File: src/rtl/xbus_mode_pkg.sv
package xbus_mode_pkg;

    typedef enum logic [1:0] {
        MODE_NORMAL = 2'd0,
        MODE_PAGE   = 2'd1,
        MODE_EXTACK = 2'd2,
        MODE_READY  = 2'd3
    } acc_mode_e;

    typedef enum logic [2:0] {
        ST_IDLE  = 3'd0,
        ST_COUNT = 3'd1,
        ST_IACK  = 3'd2,
        ST_WAITX = 3'd3,
        ST_GAP   = 3'd4
    } ctl_state_e;

    // Modes whose beats are ended by the internal wait counter
    function automatic logic mode_is_internal(input acc_mode_e m);
        return (m == MODE_NORMAL) || (m == MODE_PAGE);
    endfunction

endpackage

File: src/rtl/xbus_mode_decode.sv
module xbus_mode_decode
    import xbus_mode_pkg::*;
#(
    parameter int PM_W   = 2,
    parameter int WAIT_W = 6
) (
    input  logic [PM_W-1:0]   pm,
    input  logic              rdy,
    input  logic [WAIT_W-1:0] wcyc,
    output acc_mode_e         mode,
    output logic              reserved
);

    logic pm_set;
    logic wait_full;

    always_comb begin
        pm_set    = |pm;
        wait_full = &wcyc;
        reserved  = 1'b0;
        mode      = MODE_NORMAL;
        unique case ({pm_set, wait_full})
            2'b00: mode = MODE_NORMAL;
            2'b10: mode = MODE_PAGE;
            2'b01: mode = rdy ? MODE_READY : MODE_EXTACK;
            2'b11: begin
                // Reserved combination falls back to Normal timing
                mode     = MODE_NORMAL;
                reserved = 1'b1;
            end
            default: mode = MODE_NORMAL;
        endcase
    end

endmodule

File: src/rtl/xbus_sync.sv
module xbus_sync #(
    parameter int STAGES = 2
) (
    input  logic clk,
    input  logic rst_n,
    input  logic d,
    output logic q
);

    logic [STAGES-1:0] shift_q;

    // Resets to High, the idle level of the shared pin
    always_ff @(posedge clk or negedge rst_n) begin
        if (!rst_n) begin
            shift_q <= '1;
        end else begin
            shift_q <= {shift_q[STAGES-2:0], d};
        end
    end

    assign q = shift_q[STAGES-1];

endmodule

File: src/rtl/xbus_wait_cnt.sv
module xbus_wait_cnt #(
    parameter int W = 6
) (
    input  logic         clk,
    input  logic         rst_n,
    input  logic         load,
    input  logic [W-1:0] load_val,
    input  logic         run,
    output logic         zero
);

    logic [W-1:0] cnt_q;

    always_ff @(posedge clk or negedge rst_n) begin
        if (!rst_n) begin
            cnt_q <= '0;
        end else if (load) begin
            cnt_q <= load_val;
        end else if (run && (cnt_q != '0)) begin
            cnt_q <= cnt_q - 1'b1;
        end
    end

    assign zero = (cnt_q == '0);

endmodule

File: src/rtl/xbus_mode_ctrl.sv
module xbus_mode_ctrl
    import xbus_mode_pkg::*;
#(
    parameter  int NUM_CH      = 4,
    parameter  int PM_W        = 2,
    parameter  int WAIT_W      = 6,
    parameter  int BEAT_W      = 4,
    parameter  int SYNC_STAGES = 2,
    localparam int CH_W        = (NUM_CH > 1) ? $clog2(NUM_CH) : 1
) (
    input  logic                     clk,
    input  logic                     rst_n,
    input  logic                     static_sel,
    input  logic [NUM_CH*PM_W-1:0]   cfg_pm,
    input  logic [NUM_CH-1:0]        cfg_rdy,
    input  logic [NUM_CH*WAIT_W-1:0] cfg_wait,
    input  logic                     req_valid,
    input  logic [CH_W-1:0]          req_ch,
    input  logic                     req_burst,
    input  logic [BEAT_W-1:0]        req_extra,
    output logic                     req_ready,
    output logic                     burst_ok,
    output logic                     acc_active,
    output logic                     beat_end,
    output logic                     req_done,
    output logic [1:0]               cur_mode,
    output logic                     cfg_err,
    output logic                     split_seen,
    input  logic                     ackrdy_in,
    output logic                     ackrdy_out,
    output logic                     ackrdy_oe
);

    localparam int SET_W = $clog2(SYNC_STAGES + 1);
    localparam logic [SET_W-1:0] SETTLE_INIT = SET_W'(SYNC_STAGES);

    // ---------------- per-channel decode ----------------
    acc_mode_e         ch_mode [NUM_CH];
    logic [WAIT_W-1:0] ch_wait [NUM_CH];
    logic [NUM_CH-1:0] ch_rsv;

    for (genvar g = 0; g < NUM_CH; g++) begin : g_dec
        assign ch_wait[g] = cfg_wait[g*WAIT_W +: WAIT_W];
        xbus_mode_decode #(
            .PM_W   (PM_W),
            .WAIT_W (WAIT_W)
        ) u_dec (
            .pm       (cfg_pm[g*PM_W +: PM_W]),
            .rdy      (cfg_rdy[g]),
            .wcyc     (cfg_wait[g*WAIT_W +: WAIT_W]),
            .mode     (ch_mode[g]),
            .reserved (ch_rsv[g])
        );
    end

    acc_mode_e         sel_mode;
    logic              sel_rsv;
    logic [WAIT_W-1:0] sel_wait;

    always_comb begin
        sel_mode = ch_mode[req_ch];
        sel_rsv  = ch_rsv[req_ch];
        sel_wait = ch_wait[req_ch];
    end

    // ---------------- state and datapath registers ----------------
    ctl_state_e        state_q, state_d, after_end;
    acc_mode_e         mode_q;
    logic [WAIT_W-1:0] wait_q;
    logic [BEAT_W-1:0] left_q;
    logic              split_q;
    logic              cfg_err_q;
    logic              split_seen_q;
    logic [SET_W-1:0]  settle_q;

    logic accept;
    logic sync_lvl;
    logic ext_hit;
    logic beat_fin;
    logic more;
    logic start_next;
    logic cnt_zero;
    logic cnt_load;
    logic [WAIT_W-1:0] cnt_val;

    xbus_sync #(
        .STAGES (SYNC_STAGES)
    ) u_sync (
        .clk   (clk),
        .rst_n (rst_n),
        .d     (ackrdy_in),
        .q     (sync_lvl)
    );

    always_comb begin
        accept     = (state_q == ST_IDLE) && req_valid;
        ext_hit    = (settle_q == '0) &&
                     (((mode_q == MODE_EXTACK) && !sync_lvl) ||
                      ((mode_q == MODE_READY) && sync_lvl));
        beat_fin   = (state_q == ST_IACK) || ((state_q == ST_WAITX) && ext_hit);
        more       = (left_q != '0);
        start_next = (state_q == ST_GAP) || (beat_fin && more && !split_q);
        cnt_load   = accept || start_next;
        cnt_val    = accept ? sel_wait : wait_q;
    end

    xbus_wait_cnt #(
        .W (WAIT_W)
    ) u_wait (
        .clk      (clk),
        .rst_n    (rst_n),
        .load     (cnt_load),
        .load_val (cnt_val),
        .run      (state_q == ST_COUNT),
        .zero     (cnt_zero)
    );

    // ---------------- next-state logic ----------------
    always_comb begin
        if (!more) begin
            after_end = ST_IDLE;
        end else if (split_q) begin
            after_end = ST_GAP;
        end else begin
            after_end = mode_is_internal(mode_q) ? ST_COUNT : ST_WAITX;
        end

        state_d = state_q;
        unique case (state_q)
            ST_IDLE: begin
                if (req_valid) begin
                    state_d = mode_is_internal(sel_mode) ? ST_COUNT : ST_WAITX;
                end
            end
            ST_COUNT: begin
                if (cnt_zero) begin
                    state_d = ST_IACK;
                end
            end
            ST_IACK:  state_d = after_end;
            ST_WAITX: begin
                if (ext_hit) begin
                    state_d = after_end;
                end
            end
            ST_GAP:   state_d = mode_is_internal(mode_q) ? ST_COUNT : ST_WAITX;
            default:  state_d = ST_IDLE;
        endcase
    end

    // ---------------- state register ----------------
    always_ff @(posedge clk or negedge rst_n) begin
        if (!rst_n) begin
            state_q <= ST_IDLE;
        end else begin
            state_q <= state_d;
        end
    end

    // ---------------- access context ----------------
    always_ff @(posedge clk or negedge rst_n) begin
        if (!rst_n) begin
            mode_q       <= MODE_NORMAL;
            wait_q       <= '0;
            left_q       <= '0;
            split_q      <= 1'b0;
            cfg_err_q    <= 1'b0;
            split_seen_q <= 1'b0;
        end else if (accept) begin
            mode_q  <= sel_mode;
            wait_q  <= sel_wait;
            left_q  <= req_burst ? req_extra : '0;
            split_q <= req_burst && (sel_mode == MODE_READY);
            if (sel_rsv) begin
                cfg_err_q <= 1'b1;
            end
            if (req_burst && (sel_mode == MODE_READY)) begin
                split_seen_q <= 1'b1;
            end
        end else if (beat_fin && more) begin
            left_q <= left_q - 1'b1;
        end
    end

    // Settle window: synchroniser output ignored for the first stages of a beat
    always_ff @(posedge clk or negedge rst_n) begin
        if (!rst_n) begin
            settle_q <= '0;
        end else if (cnt_load) begin
            settle_q <= SETTLE_INIT;
        end else if ((state_q == ST_WAITX) && (settle_q != '0)) begin
            settle_q <= settle_q - 1'b1;
        end
    end

    // ---------------- outputs ----------------
    always_comb begin
        req_ready  = (state_q == ST_IDLE);
        acc_active = (state_q == ST_COUNT) || (state_q == ST_IACK) ||
                     (state_q == ST_WAITX);
        beat_end   = beat_fin;
        req_done   = beat_fin && !more;
        cur_mode   = mode_q;
        cfg_err    = cfg_err_q;
        split_seen = split_seen_q;
        burst_ok   = (sel_mode != MODE_READY);
        ackrdy_out = (state_q != ST_IACK);
        ackrdy_oe  = !static_sel && (!acc_active || mode_is_internal(mode_q));
    end

endmodule

File: config.mk
export PLATFORM = sky130hd
export DESIGN_NAME = xbus_mode_ctrl
export DESIGN_NICKNAME = d
export VERILOG_FILES = /design/src/rtl/xbus_mode_pkg.sv /design/src/rtl/xbus_mode_decode.sv /design/src/rtl/xbus_sync.sv /design/src/rtl/xbus_wait_cnt.sv /design/src/rtl/xbus_mode_ctrl.sv
export SDC_FILE = /design/constraint.sdc
export NUM_CORES = 1
export LEC_CHECK = 0
export ABC_AREA = 0
export CORE_ASPECT_RATIO = 0.5
export CORE_MARGIN = 3
export CORE_UTILIZATION = 51
export CTS_CLUSTER_DIAMETER = 50
export DETAILED_ROUTE_END_ITERATION = 6
export PLACE_DENSITY = 0.93
export SYNTH_ARGS = -nofsm -noshare
export SYNTH_HDL_FRONTEND = slang
export SYNTH_SLANG_ARGS = --single-unit
File: constraint.sdc
create_clock -name clk -period 8.1 [get_ports clk]
set_input_delay 2.43 -clock clk [delete_from_list [all_inputs] [get_ports clk]]
set_output_delay 2.43 -clock clk [all_outputs]
set_load 0.02 [all_outputs]
==> Word level (Yosys, flattened, before mapping) <==
Cells that the tools add are included.
{ "op_classes": {"addsub": 3, "n_lt_le_gt_ge": 2, "n_eq_ne": 26, "muxes": 36, "bitwise": 1, "n_reduce_logical": 56} }
{ "op_table": {"columns": ["operator", "count"], "rows": [
  ["$mux W6", 5],
  ["$pmux W2 S3", 4],
  ["$reduce_and A6 Y1", 4],
  ["$eq A2 B2 Y1 const B", 11],
  ["$reduce_or A2 Y1", 8],
  ["$mux W3", 5],
  ["$pmux W3 S5", 1],
  ["$logic_not A2 Y1", 7],
  ["$bmux W6 S2", 1],
  ["$eq A2 B1 Y1 const B", 6],
  ["$logic_and A1 B1 Y1", 12],
  ["$mux W2", 6],
  ["$mux W4", 3],
  ["$logic_or A1 B1 Y1", 9],
  ["$mux W1", 9],
  ["$ne A2 B2 Y1 const B", 4],
  ["$reduce_bool A2 Y1", 4],
  ["$eq A3 B2 Y1 const B", 2],
  ["$logic_not A6 Y1", 1],
  ["$reduce_bool A6 Y1", 1],
  ["$sub A6 B1 Y6 const B", 1],
  ["$logic_not A1 Y1", 5],
  ["$bmux W2 S2", 1],
  ["$reduce_and A2 Y1", 2],
  ["12 further kinds", 12]
]} }
{ "totals": {"ff_bits": 28, "input_bits": 48, "out_inout_bits": 11, "elab_cells": 134} }

==> Logic depth before layout (Yosys ltp) <==
{ "logic_depth": {"depth_word": 12, "ltp_mapped": 7, "mapped_depth_nobuf": 7} }

==> Cells and area by module <==
Synthesis repeated with hierarchy kept, for this count alone.
{ "hier_totals": {"cells_unflattened": 208, "area_unflattened_um2": 1949.4} }
{ "modules_own_cells": {"columns": ["module", "instances", "cells_each", "area_each_um2", "seq_area_each_um2"], "rows": [
  ["xbus_mode_ctrl", 1, 126, 1251.2, 500.5],
  ["xbus_wait_cnt", 1, 44, 395.4, 150.1],
  ["xbus_mode_decode", 4, 9, 62.6, 0.0],
  ["xbus_sync", 1, 2, 52.6, 52.6]
]} }

==> Worst setup path after synthesis <==
No wires, ideal clock.
{ "synth_path": {"path_type": "in2out", "start": "input cfg_pm[5]", "end": "output burst_ok", "arrival_time_ps": 3800, "t_required_ps": 5670, "setup_slack_ps": 1870, "stages": 5, "n_path_buf": 0, "cell_sequence": "or2_2 -> ha_1 -> mux2i_1 -> mux4_1 -> nand2b_1"} }
{ "synth_between": {"elab_chain_len": 8, "elab_cells_between_ends": 11, "classes_between": "4 x eq/ne; 4 x mux; 3 x reduce/logical"} }
{ "synth_rtl": {"columns": ["item", "line", "rtl"], "rows": [
  ["start: declaration", "xbus_mode_ctrl.sv:14", "input logic [NUM_CH*PM_W-1:0] cfg_pm,"],
  ["$reduce_or A2 Y1 (*)", "xbus_mode_decode.sv:18", "pm_set = |pm;"],
  ["$eq A2 B2 Y1 or $logic_not A2 Y1 (tied branches)", "xbus_mode_decode.sv:22", "unique case ({pm_set, wait_full})"],
  ["$reduce_or A2 Y1 (no line)", null, null],
  ["$pmux W2 S3 (*)", "xbus_mode_decode.sv:22", null],
  ["$bmux W2 S2 (*)", "xbus_mode_ctrl.sv:61", "sel_mode = ch_mode[req_ch];"],
  ["$mux W2 (implied by the code) (*) (2 in a row)", "xbus_mode_ctrl.sv:61", null],
  ["$ne A2 B2 Y1 (*)", "xbus_mode_ctrl.sv:206", "burst_ok = (sel_mode != MODE_READY);"],
  ["end: declaration", "xbus_mode_ctrl.sv:22", "output logic burst_ok,"]
]} }
Mark *: on every way between the ends. The rest lies on a longest branch, timed or not. The select of a mux whose other input is x is not followed.

==> Final worst setup path <==
Ends and elaborated chain as after synthesis.

==> results.md <==
* Run status: finished clean
* Total power divided by cell area at around 270 nW/um^2
* Routed length per instance at roughly 17 um
* Number of maximum-capacitance violations at 0
* Psw at around 0.30 mW
* Count of vias placed by the detailed router at ~1800
* Mean post-synth cell area at between 10 and 15 um^2
* Maximum VDD drop at 123 uV
* Rows at 15
* Most instantiated library cell after synthesis: sky130_fd_sc_hd__dfrtp_1
* Layout Skew at 0.00954 ns
* Wirelength, routed at 5020 um
* Number of setup violations in the final report at 0
* Relative contribution of sequential cells to total power at between 30% and 40%
* Number of buffers created by CTS at 3
* Antenna violations before repair at 0
* Required time of the critical path at approximately 5.7 ns
* Power share of the clock group at approximately 15%
* Kind of start point of the critical path: input pin
* Share of final-layout standard cells stronger than drive strength 1 at 10.7%
* Logic depth of the worst register-to-register path at 6
* Buffer levels on the longest clock path at 2
* R2r setup slk at ~6 ns
* Ys Warns at 0
* Number of enable-type register cells in the synthesized netlist at 0
* Largest cells by area after synthesis: sky130_fd_sc_hd__dfrtp_1 32%, sky130_fd_sc_hd__mux4_1 10%, sky130_fd_sc_hd__ha_1 7.4%
* Switch share at roughly two fifths
* Headroom to the max-slew limit at between 40% and 50%
* Netlist Area Pre-Place at around 2000 um^2
* Root buf cell: sky130_fd_sc_hd__clkbuf_8
* Number of iterations in the first detailed-routing pass at 4
* Logic gate share of total power at between 50% and 60%
* Area leader, netlist: sky130_fd_sc_hd__dfrtp_1
* Initial Util at between 50% and 60%
* Min cycle time layout at 7.21 ns
* Synth async-reset ratio at between 90% and 100%
* RSZ-0062 raised after global routing: false
* First-pass GRT wire length at between 8000 and 9000 um
* PnR Total Power at 0.743 mW
* Reg2Reg Launch Point: left_q[0]
* Max-slew violation count at 0
* Core box area at 3620 um^2
* Die Span Y at between 50 and 60 um
* Cell count after placement at 300
* Hold wc startpoint: u_sync.shift_q[0]
* Nets at roughly 310
* Area delta synth->final at 33.0%
* Count of input and output buffers at 58
* Number of I/O pins at ~60
* Cell repeated most along the worst path: sky130_fd_sc_hd__clkdlybuf4s50_1
* Filler Cells Inserted at roughly 240
* Floorplan die width at around 95 um
* Prevailing post-synth register cell: sky130_fd_sc_hd__dfrtp_1
* Ordered list of cells on the worst path: clkdlybuf4s50_1, or2_2, ha_1, mux2i_1, mux4_1, nand2b_1, clkdlybuf4s50_1
* Remaining DRCs at 0
* Non-filler cells, final at about 300
* Sequential share of the synthesized area at 34.6%
* Vias/cell at approximately 6.0
* GRT overflow at 0
* Largest net degree at the start of global routing at 29
* Clock-pin slew of the registers on the worst-case setup and hold paths at approximately 0.09 ns
* Count of hold buffers inserted by post-cts repair at 0
* Crit-path max cell delay at around 0.55 ns
* Hold violation total from the final report at 0
* Starting DRT DRC Count at ~130
* Cell with the largest stage delay on the worst path: sky130_fd_sc_hd__clkdlybuf4s50_1
* Number of nets in the synthesized netlist at roughly 260
* Post-DP HPWL at between 4000 and 5000 um
* Worst min-delay path class: flip-flop to flip-flop
* Clock sink count at 28
* Routability-driven placement congestion ratio at 0.876
* Slew at the pin with the worst max-slew slack at 0.765 ns
* Post-CTS repair timing setup buffer count at 0
* Via count of the first global-routing pass at roughly 1900
* Endpoint class of the critical path: output pin
* Lkg Pwr at about 1.2 nW
* Endpoint of the most critical register-to-register path: u_wait.cnt_q[5]
* Post_cts resized at 0
* Overall track demand over capacity in global routing at between 20% and 30%
* Gate count of the mapped netlist at about 200
* Endpoint of the worst hold-timing path: u_sync.shift_q[1]
* Internal Dissipation at approximately 0.44 mW
* Level count of the clock H-tree at 1
* Hold Crit Depth at 0
* Critical path start-end classification: input pin to output pin
* Period utilization at roughly 89%
* Share of the synthesized area in the top cell type at 32.0%
* Arrival time of data at the critical path endpoint at 4.78 ns
* Ant diodes at 0
* Worst skew pair latency at between 0.2 and 0.3 ns
* Setup total negative slack at 0 ns
* Antenna viol nets, final at 0
* TritonCTS clock tree: done
* Number of distinct library cells after synthesis at 51
* Overall die area at 4820 um^2
* Synthesized flop and latch total at 28
* Largest fanout on the critical path at 3
* List of most frequent post-synthesis cells: 26 x sky130_fd_sc_hd__dfrtp_1, 22 x sky130_fd_sc_hd__nand2_1, 13 x sky130_fd_sc_hd__nor2_1
* Upper clock frequency limit at 139 MHz
==> per-layer routing <==
metal / vias to the layer above / wire length (um) / global-route usage, %
met5: - / 0 / 0
met4: 0 / 119 / 6.70
met3: 14 / 377 / 5.54
met2: 92 / 2480 / 41.3
met1: 854 / 2040 / 28.0
li1: 852 / - / -
==> critical path, delay by kind of cell <==
family / cells / cell delay [ns]
adder cells (fa/ha/maj): 1 / 0.28
buffers and inverters: 2 / 0.97
multiplexers: 2 / 0.57
AND/OR/NAND/NOR: 2 / 0.52
==> through the flow <==
stage	hold WS [ns]	setup WS, ns	utilization, %	instance area, um^2
2_1_floorplan	0.345	1.87	-	2030
3_3_place_gp	0.346	0.963	72.6	2630
3_5_place_dp	0.347	0.902	72.6	2630
4_1_cts	0.361	0.902	74.5	2700
5_1_grt	0.365	0.741	74.5	2700
6_report	0.360	0.893	74.5	2700
==> state kept, by name, summed over array words and instances, names as in the netlist <==
register,cells
u_sync.shift_q,2
settle_q,2
state_q,3
split_q,1
u_wait.cnt_q,6
cur_mode,2
cfg_err,1
wait_q,6
split_seen,1
left_q,4
==> worst max path at each step <==
stage | from | endpoint | depth (start not counted)
final | cfg_pm[5] | burst_ok | 7
after global routing | cfg_wait[12] | burst_ok | 8
after CTS | cfg_pm[1] | burst_ok | 7
after detailed placement | cfg_pm[1] | burst_ok | 7
after global placement | cfg_wait[10] | burst_ok | 8
after floorplan | cfg_pm[5] | burst_ok | 5
==> area by class of cell <==
class                      instances  area (um^2)  share of cell area (%)
timing repair buffer              61          603                    22.3
multi-input combinational        148         1210                    44.9
clock inverter                     1         30.0                    1.11
sequential                        28          703                    26.0
inverter                          12         45.0                    1.67
tap                               51         63.8                    2.36
clock buffer                       3         41.3                    1.53
==> cell usage in the layout, fill, tap and decap left out, types with 4 or more instances in the layout <==
cell                              count
sky130_fd_sc_hd__a21oi_1              6
sky130_fd_sc_hd__a31oi_1              4
sky130_fd_sc_hd__clkdlybuf4s50_1     58
sky130_fd_sc_hd__dfrtp_1             26
sky130_fd_sc_hd__ha_1                12
sky130_fd_sc_hd__inv_1               12
sky130_fd_sc_hd__mux2_2               6
sky130_fd_sc_hd__mux2i_1              4
sky130_fd_sc_hd__mux4_1               8
sky130_fd_sc_hd__nand2_1             22
sky130_fd_sc_hd__nand3_1              7
sky130_fd_sc_hd__nand4_1              4
sky130_fd_sc_hd__nor2_1              13
sky130_fd_sc_hd__nor3_1               5
sky130_fd_sc_hd__o211ai_1             4
sky130_fd_sc_hd__o31ai_1              4
sky130_fd_sc_hd__or2_2                5
==> power groups by stage <==
stage          sequential (mW)  clock, mW  combinational [mW]
4_1_cts                  0.241      0.111               0.389
3_5_place_dp             0.244          0               0.382
3_3_place_gp             0.239          0               0.363
6_report                 0.242      0.110               0.390
2_1_floorplan            0.230          0               0.286
5_1_grt                  0.250      0.117               0.433
==> cells by family after synthesis <==
family,Yosys count,synth area share (%)
compound gates,35,13.2
xor+xnor,3,1.29
fa+ha+maj,12,7.39
buf+inv,19,5.61
flops,28,34.6
mux,20,17.5
simple gates,78,20.3
Power figures use the tool's default switching activity.
